[src/rtl/spi_byte_slave.sv]
module spi_byte_slave #(
  parameter int W = 8,
  parameter logic [W-1:0] REPLY = 'h55,
  parameter logic [W-1:0] MATCH = 'hAA
) (
  input  logic         clk,
  input  logic         rst,
  input  logic         sclk_in,
  input  logic         mosi_in,
  input  logic         ssn_in,
  output logic         miso,
  output logic [W-1:0] rx_byte,
  output logic         rx_strobe,
  output logic         pattern_hit
);
  localparam int CW = (W > 1) ? $clog2(W) : 1;

  logic [2:0]    sclk_q;
  logic [1:0]    mosi_q;
  logic [1:0]    ssn_q;
  logic [CW-1:0] bit_cnt;
  logic [W-1:0]  shreg;
  logic          miso_q;

  wire          sclk_rise = (sclk_q[2:1] == 2'b01);
  wire          sclk_fall = (sclk_q[2:1] == 2'b10);
  wire          active    = ~ssn_q[1];
  wire          last_bit  = (bit_cnt == CW'(W - 1));
  wire [W-1:0]  shifted   = {shreg[W-2:0], mosi_q[1]};

  assign miso = miso_q;

  always_ff @(posedge clk) begin
    if (rst) begin
      sclk_q <= '0;
      mosi_q <= '0;
      ssn_q  <= '1;
    end else begin
      sclk_q <= {sclk_q[1:0], sclk_in};
      mosi_q <= {mosi_q[0], mosi_in};
      ssn_q  <= {ssn_q[0], ssn_in};
    end
  end

  always_ff @(posedge clk) begin
    rx_strobe <= 1'b0;
    if (rst) begin
      bit_cnt     <= '0;
      shreg       <= REPLY;
      miso_q      <= REPLY[W-1];
      rx_byte     <= '0;
      pattern_hit <= 1'b0;
    end else if (!active) begin
      bit_cnt <= '0;
      shreg   <= REPLY;
      miso_q  <= REPLY[W-1];
    end else begin
      if (sclk_rise) begin
        if (last_bit) begin
          bit_cnt     <= '0;
          shreg       <= REPLY;
          rx_byte     <= shifted;
          rx_strobe   <= 1'b1;
          pattern_hit <= (shifted == MATCH);
        end else begin
          bit_cnt <= bit_cnt + 1'b1;
          shreg   <= shifted;
        end
      end
      if (sclk_fall)
        miso_q <= shreg[W-1];
    end
  end
endmodule

[config.mk]
export PLATFORM = sky130hd
export DESIGN_NAME = spi_byte_slave
export DESIGN_NICKNAME = d
export VERILOG_FILES = /design/src/rtl/spi_byte_slave.sv
export SDC_FILE = /design/constraint.sdc
export NUM_CORES = 1
export LEC_CHECK = 0
export BUFFER_PORTS_ARGS = -buffer_cell sky130_fd_sc_hd__buf_2
export CAP_MARGIN = 10
export CORE_MARGIN = 2
export CORE_UTILIZATION = 50
export CTS_BUF_LIST = sky130_fd_sc_hd__clkbuf_4 sky130_fd_sc_hd__clkbuf_8
export DETAILED_ROUTE_END_ITERATION = 10
export GPL_ROUTABILITY_DRIVEN = 0
export HOLD_SLACK_MARGIN = 0.1
export MAX_ROUTING_LAYER = met4
export PLACE_DENSITY = 0.71
export RECOVER_POWER = 25
export SYNTH_ARGS = -nofsm -noshare
export SYNTH_HDL_FRONTEND = slang
export SYNTH_SLANG_ARGS = --single-unit
[constraint.sdc]
create_clock -name clk -period 3.4 [get_ports clk]
set_input_delay 0.51 -clock clk [delete_from_list [all_inputs] [get_ports clk]]
set_output_delay 0.51 -clock clk [all_outputs]
set_load 0.05 [all_outputs]
# [Word-level counts from Yosys, hierarchy flattened]
# Index checks and enable logic that the tools add are counted.
# W data, S select, Z words.
[word_totals] word_cells=22 output_inout_bits=11 regBits=29
[op_classes] n_bitwise=2 reduce_logical=3 add_sub_neg=1 muxes=3 eq_ne=4
[op_table] op="$eq A8 B8 Y1 const B" n=1
[op_table] op="$mux W8" n=1
[op_table] op="$add A3 B1 Y3 const B" n=1
[op_table] op="$eq A3 B3 Y1 const B" n=1
[op_table] op="$mux W3" n=1
[op_table] op="$reduce_and A3 Y1" n=1
[op_table] op="$reduce_or A3 Y1" n=1
[op_table] op="$eq A2 B1 Y1 const B" n=1
[op_table] op="$eq A2 B2 Y1 const B" n=1
[op_table] op="$not A1 Y1" n=2
[op_table] op="$reduce_or A2 Y1" n=1
[op_table] op="$mux W1" n=1

# [Depth between registers and ports, before layout]
# Gate-level depths: netlist of the first run.
[logic_depth] depth_word=3 ltp_mapped=7 ltp_nobuf=5

# [Worst setup path after synthesis of the first run]
# OpenSTA, ideal clock, no wires.
[synth_timing] kind="reg-to-reg" startpoint="register bit_cnt[0]" endpoint="register rx_byte[0]" arrival_time_ns=1.236 setup_ns=0.124 slack_ns=2.040 t_required_ns=3.276 path_stages_with_launch=8 period_less_slack_ns=1.360 cell_sequence="dfxtp_1 -> ha_1 -> ha_1 -> buf_6 -> and4bb_1 -> buf_6 -> nand2_1 -> a21oi_2"
[synth_via] elab_chain_len=2
[synth_lines] element="start, declared" line_no="21" rtl="logic [CW-1:0] bit_cnt;"
[synth_lines] element="start signal, assigned" line_no="66" rtl="bit_cnt <= bit_cnt + 1'b1;"
[synth_lines] element="$eq A3 B3 Y1" line_no="28" rtl="wire last_bit = (bit_cnt == CW'(W - 1));"
[synth_lines] element="net last_bit" line_no="28"
[synth_lines] element="$reduce_and A3 Y1 (no source line)"
[synth_lines] element="end signal, assigned" line_no="62" rtl="rx_byte <= shifted;"
[synth_lines] element="end, declared" line_no="12" rtl="output logic [W-1:0] rx_byte,"
# The timed path passes the listed nets, and every way through them passes these cells.
# A chain may end at the register's enable or synchronous reset.

# [Worst setup path in the final report of the first run]
# Ends and elaborated chain as after synthesis.

==> results of run 1 <==
==> synth_stat cells, drive strengths merged <==
cell | count | area [um2]
nor2 | 9 | 33.8
nand2b | 2 | 12.5
nand4bb | 1 | 11.3
and4bb | 3 | 37.5
clkbuf | 1 | 5.00
a21oi | 15 | 109
nor2b | 5 | 31.3
or2 | 3 | 18.8
and2b | 1 | 7.51
nand3 | 1 | 10.0
nand3b | 4 | 30.0
nand2 | 25 | 96.4
mux2i | 2 | 20.0
ha | 2 | 25.0
buf | 7 | 62.6
dfxtp | 29 | 581
o21ai | 4 | 20.0
nor3 | 4 | 20.0
==> path summary, 6_finish.rpt <==
check | cells after the start | endpoint | slack, ns | from
worst max-delay path | 5 | rx_byte[0] | 1.74 | bit_cnt[0]
worst min-delay path | 2 | ssn_q[0] | 0.36 | ssn_in
worst max register to register | 5 | rx_byte[0] | 1.74 | bit_cnt[0]
worst min register to register | 1 | ssn_q[1] | 0.42 | ssn_q[0]
==> per-layer routing <==
metal | track usage (%) | up-vias
li1 | - | 420
met1 | 19.1 | 374
met2 | 24.4 | 21
met3 | 6.90 | 7
met4 | 9.21 | 0
met5 | - | -
==> cells by family after synthesis <==
group           count (synthesis)
fa+ha+maj                       2
buf+inv                         8
compound gates                 19
mux                             2
simple gates                   58
flops                          29
==> sequential cells by signal, summed over array words and instances (netlist names) <==
register / count
rx_byte: 8
shreg: 8
bit_cnt: 3
sclk_q: 3
mosi_q: 2
ssn_q: 2
miso: 1
pattern_hit: 1
rx_strobe: 1
==> report_power, final <==
group	internal, mW	switching, mW	total (mW)	leakage (nW)
registers	0.344	0.00273	0.346	0.235
logic	0.00729	0.0104	0.0177	0.202
clock network	0.120	0.114	0.233	0.0413
total	0.470	0.127	0.597	0.478
==> area by class of cell <==
class / count / area [um2]
Clock buffer: 7 / 65.1
Clock inverter: 1 / 5.00
Fill cell: 230 / 927
Multi-Input combinational cell: 81 / 483
Sequential cell: 29 / 581
Tap cell: 28 / 35.0
Timing Repair Buffer: 15 / 73.8
==> worst register-to-register path, stage by stage, from the launching register on <==
cell and delay (ns):
dfxtp_1 0.36, ha_1 0.15, ha_1 0.32, nand4bb_1 0.40
nand2_1 0.21, a21oi_2 0.07
==> cell usage in the layout (no fill, tap or decap), types with 2 or more instances in the layout <==
cell / netlist / final
a21oi_1: 6 / 6
a21oi_2: 9 / 9
and4bb_2: 2 / 2
buf_2: 2 / 14
clkbuf_4: 0 / 5
clkbuf_8: 0 / 2
dfxtp_1: 29 / 29
ha_1: 2 / 2
mux2i_1: 2 / 2
nand2_1: 24 / 24
nand2b_1: 2 / 2
nand3b_1: 4 / 4
nor2_1: 9 / 9
nor2b_1: 5 / 5
nor3_1: 4 / 4
o21ai_0: 4 / 4
or2_2: 3 / 2
==> metrics.md, run 1 <==
| Metric | Value |
|---|---|
| Slew @ Worst Pin | 0.947 ns |
| Synth Area in Compound Gates | 11.4% |
| Top Family by Delay on Critical Path | simple AND/OR/NAND/NOR gates |
| I/O pins | 16 |
| Final net count | 139 |
| Max-slew violation count | 0 |
| Share of cells above drive strength 1 | 27.8% |
| Bufs on Longest Clock Path | 2 |
| Met3 WL | 116 um |
| Routed wire length | 1760 um |
| Vias in the first global route | 731 |
| Crit Path Max Fanout | 11 |
| Power, Total | 0.597 mW |
| WP data required | 3.58 ns |
| # Post-CTS Setup Buffers | 0 |
| Synth Area in XOR/XNOR | 0% |
| Final hold viol count | 0 |
| Half-perimeter wire length after placement | 1250 um |
| Syn. warnings | 0 |
| Dpl cells | 153 |
| Drt pass-1 iters | 4 |
| Chip width | 51.6 um |
| Clock sinks | 29 |
| Clock skew | 0.00713 ns |
| Worst setup path class | flop to flop |
| First-pass GRT wire length | 3060 um |
| DRT antenna net count | 0 |
| Die Ht | 51.6 um |
| Multiplexer area fraction after synthesis | 1.77% |
| Gr ovfl total | 0 |
| Maximum VDD drop | 0.342 mV |
| Skew-Pair Late Insertion Delay | 0.33 ns |
| Clk slew on worst S/H paths | 0.09 ns |
| Buf/Inv on CP | 0 |
| Setup ws final | 1.74 ns |
| PortBufs | 15 |
| Pre-CTS WS | 1.77 ns |
| Largest net degree at the start of global routing | 20 |
| Post-Synthesis Cells | 118 |
| Register area share after synthesis | 51.3% |
| Post-synthesis simple-gate area fraction | 27.3% |
| Adder-cell share of the synthesized area | 2.21% |
| CTS tree | built |
| Critical Path AT | 1.84 ns |
| Root buffer cell | clkbuf_4 |
| Crit-path slowest cell | nand4bb_1 |
| Avg Cell Area, Syn | 9.59 um2 |
| RSZ-0062 raised after global routing | false |
| Hold crit path type | primary input to flop |
| Slew Limit Headroom | 36.9% |
| Via count | 822 |
| Num CTS Buffers | 5 |
| Post-Place Cell Area | 0.00117 mm2 |
| Power Dens Cells | 481 mW/mm2 |
| Max_cap viols | 0 |
| Largest family of logic cells by synthesized area | simple AND/OR/NAND/NOR gates |
| Finish-stage setup viols | 0 |
| Drt via density | 5.11 |
| Worst path max stage delay | 0.40 ns |
| Pleak | 0.478 nW |
| Max Fclk | 603 MHz |
| Core footprint | 0.00217 mm2 |
| Initial DRC Count | 21 |
| Wire length on met2 | 816 um |
| DIE AREA | 0.00266 mm2 |
| Cell Area, Synth | 0.00113 mm2 |
| Status | finished clean |
| Seq cells post-synth | 29 |
| Hold_buf cts | 0 |
| Final Cycle Share | 48.8% |
| Number of core rows | 17 |
| Total track usage | 16.6% |
| Ant diodes | 0 |
| M1 WL | 782 um |
| DRC Markers | 0 |
| Top Layer Used | met4 |
| Initial core utilization | 52.1% |
| Most used cell, CP | ha_1 |
| Setup crit end kind | flop |
| Non-Filler Instances | 161 |
| Post-synth cell types | 23 |
| Fin Setup TNS | 0 ns |
| H-Tree Depth | 2 |
| Initial antenna violation count | 0 |
| Final core occ | 57.3% |
| Area Overhead vs Synth | 9.84% |
| CP Launch Type | flop |
| Worst hold slack | 0.357 ns |
| CP cell instances | ha_1, ha_1, nand4bb_1, nand2_1, a21oi_2 |
| Final min period | 1.66 ns |
| WL per Instance | 10.9 um |
| Syn_nets | 125 |
| Post-route cell area | 0.00124 mm2 |
| Cts repair resizes | 0 |
No activity file was read; power rests on OpenSTA's default activity.
==> run 2, diff against run 1 <==
PLACE_DENSITY = 0.74   (was 0.71)
clock period = 1.4 ns   (was 3.4 ns; I/O delays follow)
==> metrics.md, run 2 (same netlist as run 1, synthesis figures left out) <==
| Metric | Value |
|---|---|
| # Post-CTS Setup Buffers | 0 (unchanged) |
| Ant diodes | 0 (unchanged) |
| Vias in the first global route | 717 (was 731) |
| Slew Limit Headroom | 73.9% (was 36.9%) |
| Initial DRC Count | 17 (was 21) |
| WP data required | 1.60 ns (was 3.58 ns) |
| Largest net degree at the start of global routing | 20 (unchanged) |
| Maximum VDD drop | 0.716 mV (was 0.342 mV) |
| Most frequent cells in the layout | 29 x dfxtp_1, 24 x nand2_1, 13 x buf_2, 9 x nor2_1, 9 x a21oi_2 (was 29 x dfxtp_1, 24 x nand2_1, 14 x buf_2, 9 x nor2_1, 9 x a21oi_2) |
| Regs by FF count | rx_byte: 8 flops, shreg: 8 flops (unchanged) |
| Reg2reg start | bit_cnt[0] (unchanged) |
| PortBufs | 15 (unchanged) |
| CP Launch Type | flop (unchanged) |
| Final net count | 145 (was 139) |
| Finish-stage setup viols | 0 (unchanged) |
| Worst r2r path cells | 6 (was 5) |
| RSZ-0062 raised after global routing | false (unchanged) |
| Hold crit path type | primary input to flop (unchanged) |
| Non-Filler Instances | 166 (was 161) |
| Slew @ Worst Pin | 0.391 ns (was 0.947 ns) |
| Die Ht | 51.6 um (unchanged) |
| Hold Startpoint | rst (was ssn_in) |
| Reg-to-reg slack, setup | 0.09 ns (was 1.74 ns) |
| Layout filler cell count | 194 (was 230) |
| DRT antenna net count | 0 (unchanged) |
| Final Cycle Share | 93.5% (was 48.8%) |
| Crit-path slowest cell | dfxtp_1 (was nand4bb_1) |
| Skew-Pair Late Insertion Delay | 0.32 ns (was 0.33 ns) |
| Gr ovfl total | 0 (unchanged) |
| Max Fclk | 764 MHz (was 603 MHz) |
| DRC Markers | 0 (unchanged) |
| Pre-CTS WS | -0.0373 ns (was 1.77 ns) |
| CP cell instances | ha_1, ha_2, nand4bb_1, buf_4, nand2_1, a21oi_2 (was ha_1, ha_1, nand4bb_1, nand2_1, a21oi_2) |
| Share of cells above drive strength 1 | 31.2% (was 27.8%) |
| First-pass GRT wire length | 3000 um (was 3060 um) |
| CTS tree | built (unchanged) |
| Num CTS Buffers | 5 (unchanged) |
| Status | finished clean (unchanged) |
| Dpl cells | 155 (was 153) |
| Chip width | 51.6 um (unchanged) |
| Worst path max stage delay | 0.35 ns (was 0.40 ns) |
| Setup ws final | 0.0906 ns (was 1.74 ns) |
| Routed wire length | 1900 um (was 1760 um) |
| Clock sinks | 29 (unchanged) |
| H-Tree Depth | 2 (unchanged) |
| Hold Path Depth | 2 (unchanged) |
| Final min period | 1.31 ns (was 1.66 ns) |
| Root buffer cell | clkbuf_4 (unchanged) |
| Max-slew violation count | 0 (unchanged) |
| WL per Instance | 11.4 um (was 10.9 um) |
| Clk slew on worst S/H paths | 0.08 ns (was 0.09 ns) |
| Via count | 830 (was 822) |
| Final hold viol count | 0 (unchanged) |
| Drt via density | 5.00 (was 5.11) |
| Power Dens Cells | 1080 mW/mm2 (was 481 mW/mm2) |
| Initial antenna violation count | 0 (unchanged) |
| Total track usage | 16.5% (was 16.6%) |
| Worst setup path class | flop to flop (unchanged) |
| Buf/Inv on CP | 1 (was 0) |
| Initial core utilization | 52.1% (unchanged) |
| Max_cap viols | 0 (unchanged) |
| Setup crit end kind | flop (unchanged) |
| Post-Place Cell Area | 0.00119 mm2 (was 0.00117 mm2) |
| R2R Path End | pattern_hit (was rx_byte[0]) |
| Half-perimeter wire length after placement | 1260 um (was 1250 um) |
| Number of core rows | 17 (unchanged) |
| Core footprint | 0.00217 mm2 (unchanged) |
| Bufs on Longest Clock Path | 2 (unchanged) |
| I/O pins | 16 (unchanged) |
| Pleak | 0.493 nW (was 0.478 nW) |
| Area Overhead vs Synth | 14.6% (was 9.84%) |
| Crit Path Max Fanout | 10 (was 11) |
| DIE AREA | 0.00266 mm2 (unchanged) |
| Hold path endpoint | rx_strobe (was ssn_q[0]) |
| Commonest non-fill, non-tap cell in the layout | dfxtp_1 (unchanged) |
| Clock skew | 0.00694 ns (was 0.00713 ns) |
| Final core occ | 59.7% (was 57.3%) |
| Drt pass-1 iters | 4 (unchanged) |
| Top Family by Delay on Critical Path | adder cells (was simple AND/OR/NAND/NOR gates) |
| Critical Path AT | 1.51 ns (was 1.84 ns) |
| Post-route cell area | 0.00130 mm2 (was 0.00124 mm2) |
[run 2: power breakdown]
group	switching [mW]	total (mW)	internal (mW)	leakage [nW]
sequential	0.00746	0.842	0.834	0.235
combinational	0.0262	0.0505	0.0243	0.223
clock	0.257	0.513	0.256	0.0348
total	0.291	1.41	1.11	0.493
[run 2: area by class of cell]
class / instances / area [um2] / share of cell area (%)
Clock buffer: 7 / 58.8 / 4.54
Timing Repair Buffer: 20 / 120 / 9.27
Sequential cell: 29 / 581 / 44.8
Tap cell: 28 / 35.0 / 2.70
Multi-Input combinational cell: 82 / 502 / 38.7
[run 2: metrics by stage]
stage	setup TNS (ns)	power (mW)	hold slack [ns]
final	0	1.41	0.284
after global routing	0	1.47	0.299
after CTS	0	1.42	0.279
after detailed placement	-0.208	0.904	0.397
after global placement	-0.000390	0.903	0.391
after floorplan	0	0.899	0.314
[run 2: how the worst max path moves through the flow]
stage / slack (ns) / cells after the start / startpoint / end
3_3_place_gp: -0.0004 / 5 / bit_cnt[0] / rx_byte[4]
6_report: 0.09 / 6 / bit_cnt[0] / pattern_hit
4_1_cts: 0.01 / 5 / bit_cnt[0] / rx_byte[3]
3_5_place_dp: -0.04 / 5 / bit_cnt[0] / rx_byte[3]
2_1_floorplan: 0.04 / 7 / bit_cnt[0] / rx_byte[0]
5_1_grt: 0.02 / 6 / bit_cnt[0] / rx_byte[2]
[run 2: timing repair]
item / CTS / global route
pin swaps: 0 / 0
hold buffers: 3 / 0
gates resized for setup: 1 / 2
hold endpoints to repair: 3 / 0
gates cloned: 0 / 1
setup endpoints to repair: 9 / 9
[run 2: routing by layer]
metal	GRT usage [%]	vias to the layer above	share of wire (%)
li1	-	433	-
met1	17.6	371	48
met2	25.2	18	44
met3	6.03	8	4.6
met4	11.8	0	2.8
met5	-	-	0
